[src/rtl/bus_mux_latch_pkg.sv]
package bus_mux_latch_pkg;
    localparam int unsigned DEF_WIDTH = 12;
    localparam int unsigned DEF_BANKS = 2;

    typedef enum logic {
        PICK_B1 = 1'b0,
        PICK_B2 = 1'b1
    } pick_e;

    function automatic logic drive_on(input logic en_n);
        return ~en_n;
    endfunction
endpackage

[src/rtl/lat_cell.sv]
module lat_cell #(
    parameter int unsigned W = 12
) (
    input  logic         clk,
    input  logic         rst,
    input  logic         le,
    input  logic [W-1:0] d,
    output logic [W-1:0] q
);
    logic [W-1:0] held;

    always_ff @(posedge clk) begin
        if (rst)     held <= '0;
        else if (le) held <= d;
    end

    assign q = le ? d : held;


    hold_chk: assert property (@(posedge clk) disable iff (rst)
        (!le && $past(!le) && !$past(rst)) |-> $stable(q));

    capture_chk: assert property (@(posedge clk) disable iff (rst)
        ($past(le) && !le && !$past(rst)) |-> (q == $past(d)));

    reset_clear_chk: assert property (@(posedge clk)
        ($past(rst) && !rst && !le) |-> (q == '0));
endmodule

[src/rtl/ab_split.sv]
module ab_split
    import bus_mux_latch_pkg::*;
#(
    parameter int unsigned W  = 12,
    parameter int unsigned NB = 2
) (
    input  logic                 clk,
    input  logic                 rst,
    input  logic [W-1:0]         a_i,
    input  logic [NB-1:0]        le_i,
    input  logic [NB-1:0]        en_n_i,
    output logic [NB-1:0][W-1:0] q_o,
    output logic [NB-1:0]        oe_o
);
    for (genvar g = 0; g < NB; g++) begin : g_bank
        logic [W-1:0] lat_q;

        lat_cell #(.W(W)) u_lat (
            .clk (clk),
            .rst (rst),
            .le  (le_i[g]),
            .d   (a_i),
            .q   (lat_q)
        );

        always_comb begin
            oe_o[g] = drive_on(en_n_i[g]);
            q_o[g]  = oe_o[g] ? lat_q : '0;
        end
    end
endmodule

[src/rtl/ba_merge.sv]
module ba_merge
    import bus_mux_latch_pkg::*;
#(
    parameter int unsigned W  = 12,
    parameter int unsigned NB = 2
) (
    input  logic                 clk,
    input  logic                 rst,
    input  logic [NB-1:0][W-1:0] b_i,
    input  logic [NB-1:0]        le_i,
    input  pick_e                pick_i,
    input  logic                 en_n_i,
    output logic [W-1:0]         q_o,
    output logic                 oe_o
);
    logic [NB-1:0][W-1:0] lat_q;

    for (genvar g = 0; g < NB; g++) begin : g_in
        lat_cell #(.W(W)) u_lat (
            .clk (clk),
            .rst (rst),
            .le  (le_i[g]),
            .d   (b_i[g]),
            .q   (lat_q[g])
        );
    end

    always_comb begin
        oe_o = drive_on(en_n_i);
        q_o  = '0;
        if (oe_o) q_o = (pick_i == PICK_B2) ? lat_q[1] : lat_q[0];
    end
endmodule

[src/rtl/bus_mux_latch.sv]
module bus_mux_latch
    import bus_mux_latch_pkg::*;
#(
    parameter int unsigned W = DEF_WIDTH
) (
    input  logic         clk,
    input  logic         rst,
    input  logic [W-1:0] a_in,
    input  logic [W-1:0] b1_in,
    input  logic [W-1:0] b2_in,
    input  logic         ld_ab1,
    input  logic         ld_ab2,
    input  logic         ld_b1a,
    input  logic         ld_b2a,
    input  logic         sel,
    input  logic         a_en_n,
    input  logic         b1_en_n,
    input  logic         b2_en_n,
    output logic [W-1:0] a_out,
    output logic         a_oe,
    output logic [W-1:0] b1_out,
    output logic         b1_oe,
    output logic [W-1:0] b2_out,
    output logic         b2_oe
);
    localparam int unsigned NB = DEF_BANKS;

    logic [NB-1:0][W-1:0] bank_q;
    logic [NB-1:0]        bank_oe;
    logic [NB-1:0][W-1:0] bank_in;
    pick_e                pick;

    assign bank_in = {b2_in, b1_in};
    assign pick    = pick_e'(sel);

    ab_split #(.W(W), .NB(NB)) u_split (
        .clk    (clk),
        .rst    (rst),
        .a_i    (a_in),
        .le_i   ({ld_ab2, ld_ab1}),
        .en_n_i ({b2_en_n, b1_en_n}),
        .q_o    (bank_q),
        .oe_o   (bank_oe)
    );

    ba_merge #(.W(W), .NB(NB)) u_merge (
        .clk    (clk),
        .rst    (rst),
        .b_i    (bank_in),
        .le_i   ({ld_b2a, ld_b1a}),
        .pick_i (pick),
        .en_n_i (a_en_n),
        .q_o    (a_out),
        .oe_o   (a_oe)
    );

    assign b1_out = bank_q[0];
    assign b1_oe  = bank_oe[0];
    assign b2_out = bank_q[1];
    assign b2_oe  = bank_oe[1];


    a_route_chk: assert property (@(posedge clk) disable iff (rst)
        (a_oe && !sel && ld_b1a) |-> (a_out == b1_in));

    b1_pass_chk: assert property (@(posedge clk) disable iff (rst)
        (b1_oe && ld_ab1) |-> (b1_out == a_in));

    b2_indep_chk: assert property (@(posedge clk) disable iff (rst)
        (!ld_ab2 && $past(!ld_ab2) && !b2_en_n && $past(!b2_en_n) && !$past(rst))
        |-> $stable(b2_out));

    park_chk: assert property (@(posedge clk) disable iff (rst)
        (b1_en_n && b2_en_n) |-> (!b1_oe && !b2_oe && b1_out == '0 && b2_out == '0));
endmodule

[config.mk]
export PLATFORM = sky130hd
export DESIGN_NAME = bus_mux_latch
export DESIGN_NICKNAME = d
export VERILOG_FILES = /design/src/rtl/bus_mux_latch_pkg.sv /design/src/rtl/lat_cell.sv /design/src/rtl/ab_split.sv /design/src/rtl/ba_merge.sv /design/src/rtl/bus_mux_latch.sv
export SDC_FILE = /design/constraint.sdc
export NUM_CORES = 1
export LEC_CHECK = 0
export CAP_MARGIN = 20
export CORE_MARGIN = 8
export CORE_UTILIZATION = 44
export DETAILED_ROUTE_END_ITERATION = 7
export PLACE_DENSITY = 0.84
export REMOVE_ABC_BUFFERS = 1
export SYNTH_ARGS = -nofsm -noshare
export SYNTH_HDL_FRONTEND = slang
export SYNTH_SLANG_ARGS = --single-unit
[constraint.sdc]
create_clock -name clk -period 2 [get_ports clk]
set_input_delay 0.2 -clock clk [delete_from_list [all_inputs] [get_ports clk]]
set_output_delay 0.2 -clock clk [all_outputs]
set_load 0.005 [all_outputs]
# == Yosys cells after proc, flatten, opt, wreduce, memory -nomap -nowiden ==
# Cells that the tools add are included.
# totals
ff_bits,48
wordCells,15
inputBits,46
out_inout_bits,39
# classes
n_mux,8
bitwise_logic,3
# ops
operator,count
$mux W12,8
$not A1 Y1,3

# == Logic depth before layout (Yosys ltp) ==
# logic_depth
ltp_word,3
ltp_mapped,3

# == By module ==
# From an unflattened synthesis, not the netlist that was laid out.
# hier_totals
cells_unflattened,207
area_unflattened_um2,2582.5
# by_module_without_submodules
module,n_inst,seq_area_each_um2,cells_each,area_each_um2
lat_cell,4,240.2,38,534.3
ab_split,1,0.0,28,260.2
ba_merge,1,0.0,27,185.2

# == Worst setup path before layout ==
# No wires, ideal clock.
# synth_path
kind,input-to-output
from,in sel
to,out a_out[1]
slack_ps,1022
t_arrival_ps,778
cell_stages,3
t_required_ps,1800
n_path_buf,1
cell_sequence,or2b_1 buf_4 o22ai_1
# synth_between
elab_chain_len,2
# synth_rtl
item,line_no,rtl
"start, declared",bus_mux_latch.sv:15,"input logic sel,"
$mux W12 (2 in series),ba_merge.sv:31,if (oe_o) q_o = (pick_i == PICK_B2) ? lat_q[1] : lat_q[0];
"end, declared",bus_mux_latch.sv:19,"output logic [W-1:0] a_out,"
# Every way passes these cells.

# == Worst setup path after layout ==
# layout_path
from,in ld_b1a
to,out a_out[7]
# layout_between
elab_chain_len,3
# layout_rtl
item,line_no,rtl
"start, declared",bus_mux_latch.sv:13,"input logic ld_b1a,"
$mux W12,--,
$mux W12 (2 in series),ba_merge.sv:31,
# Every way passes these cells.

==> results by stage <==
Run status:
- The flow ran to the end, and the final reports show no timing, DRC or antenna violations.

CTS:
- In this run the clock root is driven by a sky130_fd_sc_hd__clkbuf_8.
- After clock tree synthesis, the flow added hold-fix buffers numbering 0.
- In this run the number of H-tree levels came out at 2.
- The TritonCTS clock tree is done.
- In this run the post-CTS setup repair buffer count came out at 0.
- The clock passes through at most 2 buffers.
- The clock insertion delay at the later pin of the skew report is 280 ps.
- The clock edge transition at the registers on the reported setup and hold paths is 80 ps.
- The number of buffers created by CTS is 5.
- The number of sinks on the clock net is 48.

Logic synthesis:
- After synthesis, the cell types taking the most area are sky130_fd_sc_hd__dfxtp_1 (51%), sky130_fd_sc_hd__mux2i_1 (25%), sky130_fd_sc_hd__nor2_1 (14%).
- The proportion of netlist area held by the largest area contributor is 50.6%.
- sky130_fd_sc_hd__dfxtp_1 takes more of the synthesized area than any other cell.
- The complex-gate fraction of the synthesized area is 3.95%.
- The synthesized netlist cell count is 198.
- The number of distinct library cells after synthesis is 11.
- The mapped cell area is 0.00190 mm².
- Summing the sequential cell areas from Yosys gives 50.6% of the chip area.
- The main combinational cell family by area after synthesis is multiplexers.
- The mean post-synth cell area is 9.59 µm².
- The number of warning messages in the yosys log is 0.
- After synthesis the netlist holds a flip-flop and latch count of 48.
- After synthesis, the share of cell area in mux cells is 25.3%.
- The synthesized netlist devotes 0% of its cell area to adder and majority cells.
- The simple-gate area share of the yosys netlist is 15.0%.
- The post-synthesis share of cell area spent on xor and xnor gates is 0%.

Finish:
- The post-route netlist has 5.30% of its cells at a drive strength greater than 1.
- Relative to the synthesized area, the layout overhead comes to 53.0%.
- The count of cells in the finished layout, fillers not included, comes to 335.
- The total number of nets in the final design is 329.
- 0 antenna diodes ended up in the layout.

Pwr:
- The design internal power is 1.49 mW.
- The fraction of power consumed by combinational cells is 21.1%.
- Of the total power, registers draw 52.5%.
- In this run the static leakage power is 1.28 nW.
- The power share of the clock group is 26.4%.
- The analysis attributes to net switching a power of 0.457 mW.
- The power density over the cells is 672 mW/mm².
- The maximum vdd drop is 0.000440 V.
- Net switching is 23.4% of the power.

Worst setup path:
- The largest fanout of any net on the critical path is 12.
- Tracing the worst setup path back leads to its startpoint at ld_b1a.
- The arrival time reported for the critical path endpoint is 1730 ps.
- By startpoint and endpoint, the worst setup path is classified as in2out.
- The worst setup path is launched from an input port.
- The flop-to-flop setup slack is 1300 ps.
- The start of the worst register-to-register path is u_merge.g_in[1].u_lat.held[0].
- Among all stages on the critical path, the largest delay is contributed by sky130_fd_sc_hd__clkdlybuf4s50_1.
- In this run the critical register-to-register path is captured at u_merge.g_in[1].u_lat.held[0].
- Walking the worst path, the cells encountered are clkdlybuf4s50_1, buf_12, mux2i_1, o22ai_1, clkdlybuf4s50_1.
- The highest cell delay on the worst timing path is 510 ps.
- STA classifies the critical path endpoint as an output pin.
- The most numerous cell type found on the critical path is sky130_fd_sc_hd__clkdlybuf4s50_1.
- The worst register-to-register path has a depth of 2.
- Data on the critical path is required at its endpoint by 1800 ps.

Placed design:
- The HPWL after detailed placement is 3980 µm.
- The total of buffers placed on input and output ports is 84.
- At the end of routability-driven placement, the weighted congestion stood at 0.785.
- The number of instances in the placed design is 328.
- The post-place setup slack is -28.0 ps.

Detailed routing:
- The via density per instance is 4.94.
- The routed wire length is 5210 µm.
- The number of detailed-route iterations in the first pass is 4.
- The via count is 1656.
- The detailed router's first-iteration violation count is 96.
- The DRC violation count after routing is 0.
- In the final routed layout, each cell accounts on average for 15.5 µm.
- The count of nets left with antenna violations once routing finished came out at 0.

Floorplanning:
- The die covers 0.00667 mm².
- The number of rows created at floorplan is 24.
- Measured along the x axis, the die boundary spans 81.7 µm.
- Pin placement for this block handled 85 I/O pins.
- In this run the standard cell core region covers 0.00426 mm².
- The starting utilization of the core area is 44.5%.
- In this run the vertical extent of the chip is 81.7 µm.

GRT:
- The number of antenna violations at the first check in global routing came to 0.
- The largest net degree at the start of global routing is 49.
- Global routing finished with a remaining overflow of 0.
- The overall fraction of global-route tracks in use is 15.8%.
- The first-pass GRT wire length is 8160 µm.
- The via count of the first global-routing pass is 1676.

Timing:
- The final count of pins violating max slew is 0.
- The maximum operating frequency is 517 MHz.
- The total negative setup slack is 0 ps.
- At the pin with the least slew margin, the transition time is 485 ps.
- Setup slack closes at 66.3 ps.
- On the final layout, the worst hold slack is 491 ps.
- Setup repair after global routing left no endpoint under its margin.
- The final hold violation count was 0.
- The share of the clock period used by the worst path is 96.7%.
- The clock skew is 0 ps.
- Setup violations remaining at the end of the flow were counted as 0.
- The minimum period implied by the final worst setup slack is 1930 ps.
- The relative slew slack is 67.7%.

Hold path:
- The startpoint of the most critical hold path is u_split.g_bank[0].u_lat.held[3].
- Counting instances, the worst hold path has a depth of 2.
- For hold timing, the worst endpoint is u_split.g_bank[0].u_lat.held[3].
- The path class of the tightest hold or removal check is reg2reg.

Run:
- Across the run, the number of max-cap violations was 0.
cell type report:
cell class	count	area, µm²
well taps	52	65.1
fillers	350	1360
repair buffers	91	946
inverters	3	11.3
flip-flops and latches	48	961
multi-input cells	134	846
clock inverters	1	5.00
clock buffers	6	72.6
layout by cell type (no fill, tap or decap):
master                            netlist  final
sky130_fd_sc_hd__inv_1                  3      3
sky130_fd_sc_hd__mux2i_1               48     48
sky130_fd_sc_hd__clkbuf_1               4      1
sky130_fd_sc_hd__or2b_4                 0      1
sky130_fd_sc_hd__clkinv_2               0      1
sky130_fd_sc_hd__buf_12                 0      4
sky130_fd_sc_hd__clkdlybuf4s50_1        0     83
sky130_fd_sc_hd__dfxtp_1               48     48
sky130_fd_sc_hd__or2_4                  0      1
sky130_fd_sc_hd__buf_4                  1      3
sky130_fd_sc_hd__dlymetal6s2s_1         0      1
sky130_fd_sc_hd__o22ai_1               12     12
sky130_fd_sc_hd__nor2_1                72     72
sky130_fd_sc_hd__clkbuf_8               0      5
stage by stage:
| step | total power [mW] | utilization (%) | cell area (µm²) |
|---|---|---|---|
| global placement | 1.45 | 66.1 | 2820 |
| global route | 2.06 | 68.2 | 2910 |
| finish | 1.95 | 68.2 | 2910 |
| floorplan | 1.18 | - | 1810 |
| detailed placement | 1.46 | 66.1 | 2820 |
| CTS | 1.98 | 68.1 | 2900 |
state kept, by name, indices dropped and copies added, names as in the netlist:
signal,count
u_merge.g_in.u_lat.held,24
u_split.g_bank.u_lat.held,24
worst max-delay path by stage:
stage	slack, ps	depth (start not counted)	endpoint
2_1_floorplan	1060	2	a_out[10]
3_3_place_gp	-20	4	a_out[6]
3_5_place_dp	-30	4	a_out[1]
4_1_cts	60	5	a_out[7]
5_1_grt	10	5	a_out[0]
6_report	70	5	a_out[7]
critical path, delay by kind of cell:
| kind | cells | cell delay, ps |
|---|---|---|
| buf+inv | 3 | 1150 |
| mux | 1 | 260 |
| compound gates | 1 | 120 |
Yosys cell counts:
| master | instances |
|---|---|
| sky130_fd_sc_hd__dfxtp_1 | 48 |
| sky130_fd_sc_hd__inv_1 | 3 |
| sky130_fd_sc_hd__or2b_1 | 1 |
| sky130_fd_sc_hd__or2_1 | 1 |
| sky130_fd_sc_hd__buf_2 | 4 |
| sky130_fd_sc_hd__clkbuf_1 | 4 |
| sky130_fd_sc_hd__buf_4 | 1 |
| sky130_fd_sc_hd__nor2_1 | 72 |
| sky130_fd_sc_hd__mux2i_1 | 48 |
| sky130_fd_sc_hd__o22ai_1 | 12 |
| sky130_fd_sc_hd__buf_6 | 4 |
cell families (layout without fill, tap and decap cells):
kind of cell	count (synthesis)	count (layout)
buf+inv	16	101
flops	48	48
compound gates	12	12
simple gates	74	74
mux	48	48
repair_timing:
item | CTS | global route
setup endpoints to repair | 9 | 1
gates resized for setup | 2 | 1
gates cloned | 0 | 0
per-layer routing:
metal	vias up	track usage, %	part of all wire, %
met5	-	0	0
li1	823	-	-
met4	0	5.44	1.6
met1	798	18.0	40
met3	7	3.39	3.8
met2	28	28.4	55
power by group through the flow:
stage	registers [mW]	logic [mW]	clock network, mW
2_1_floorplan	1.04	0.135	0
3_3_place_gp	1.05	0.406	0
3_5_place_dp	1.05	0.413	0
4_1_cts	1.03	0.417	0.535
5_1_grt	1.03	0.446	0.584
6_report	1.03	0.412	0.515
Note: power is estimated with default switching activity, not from simulation.
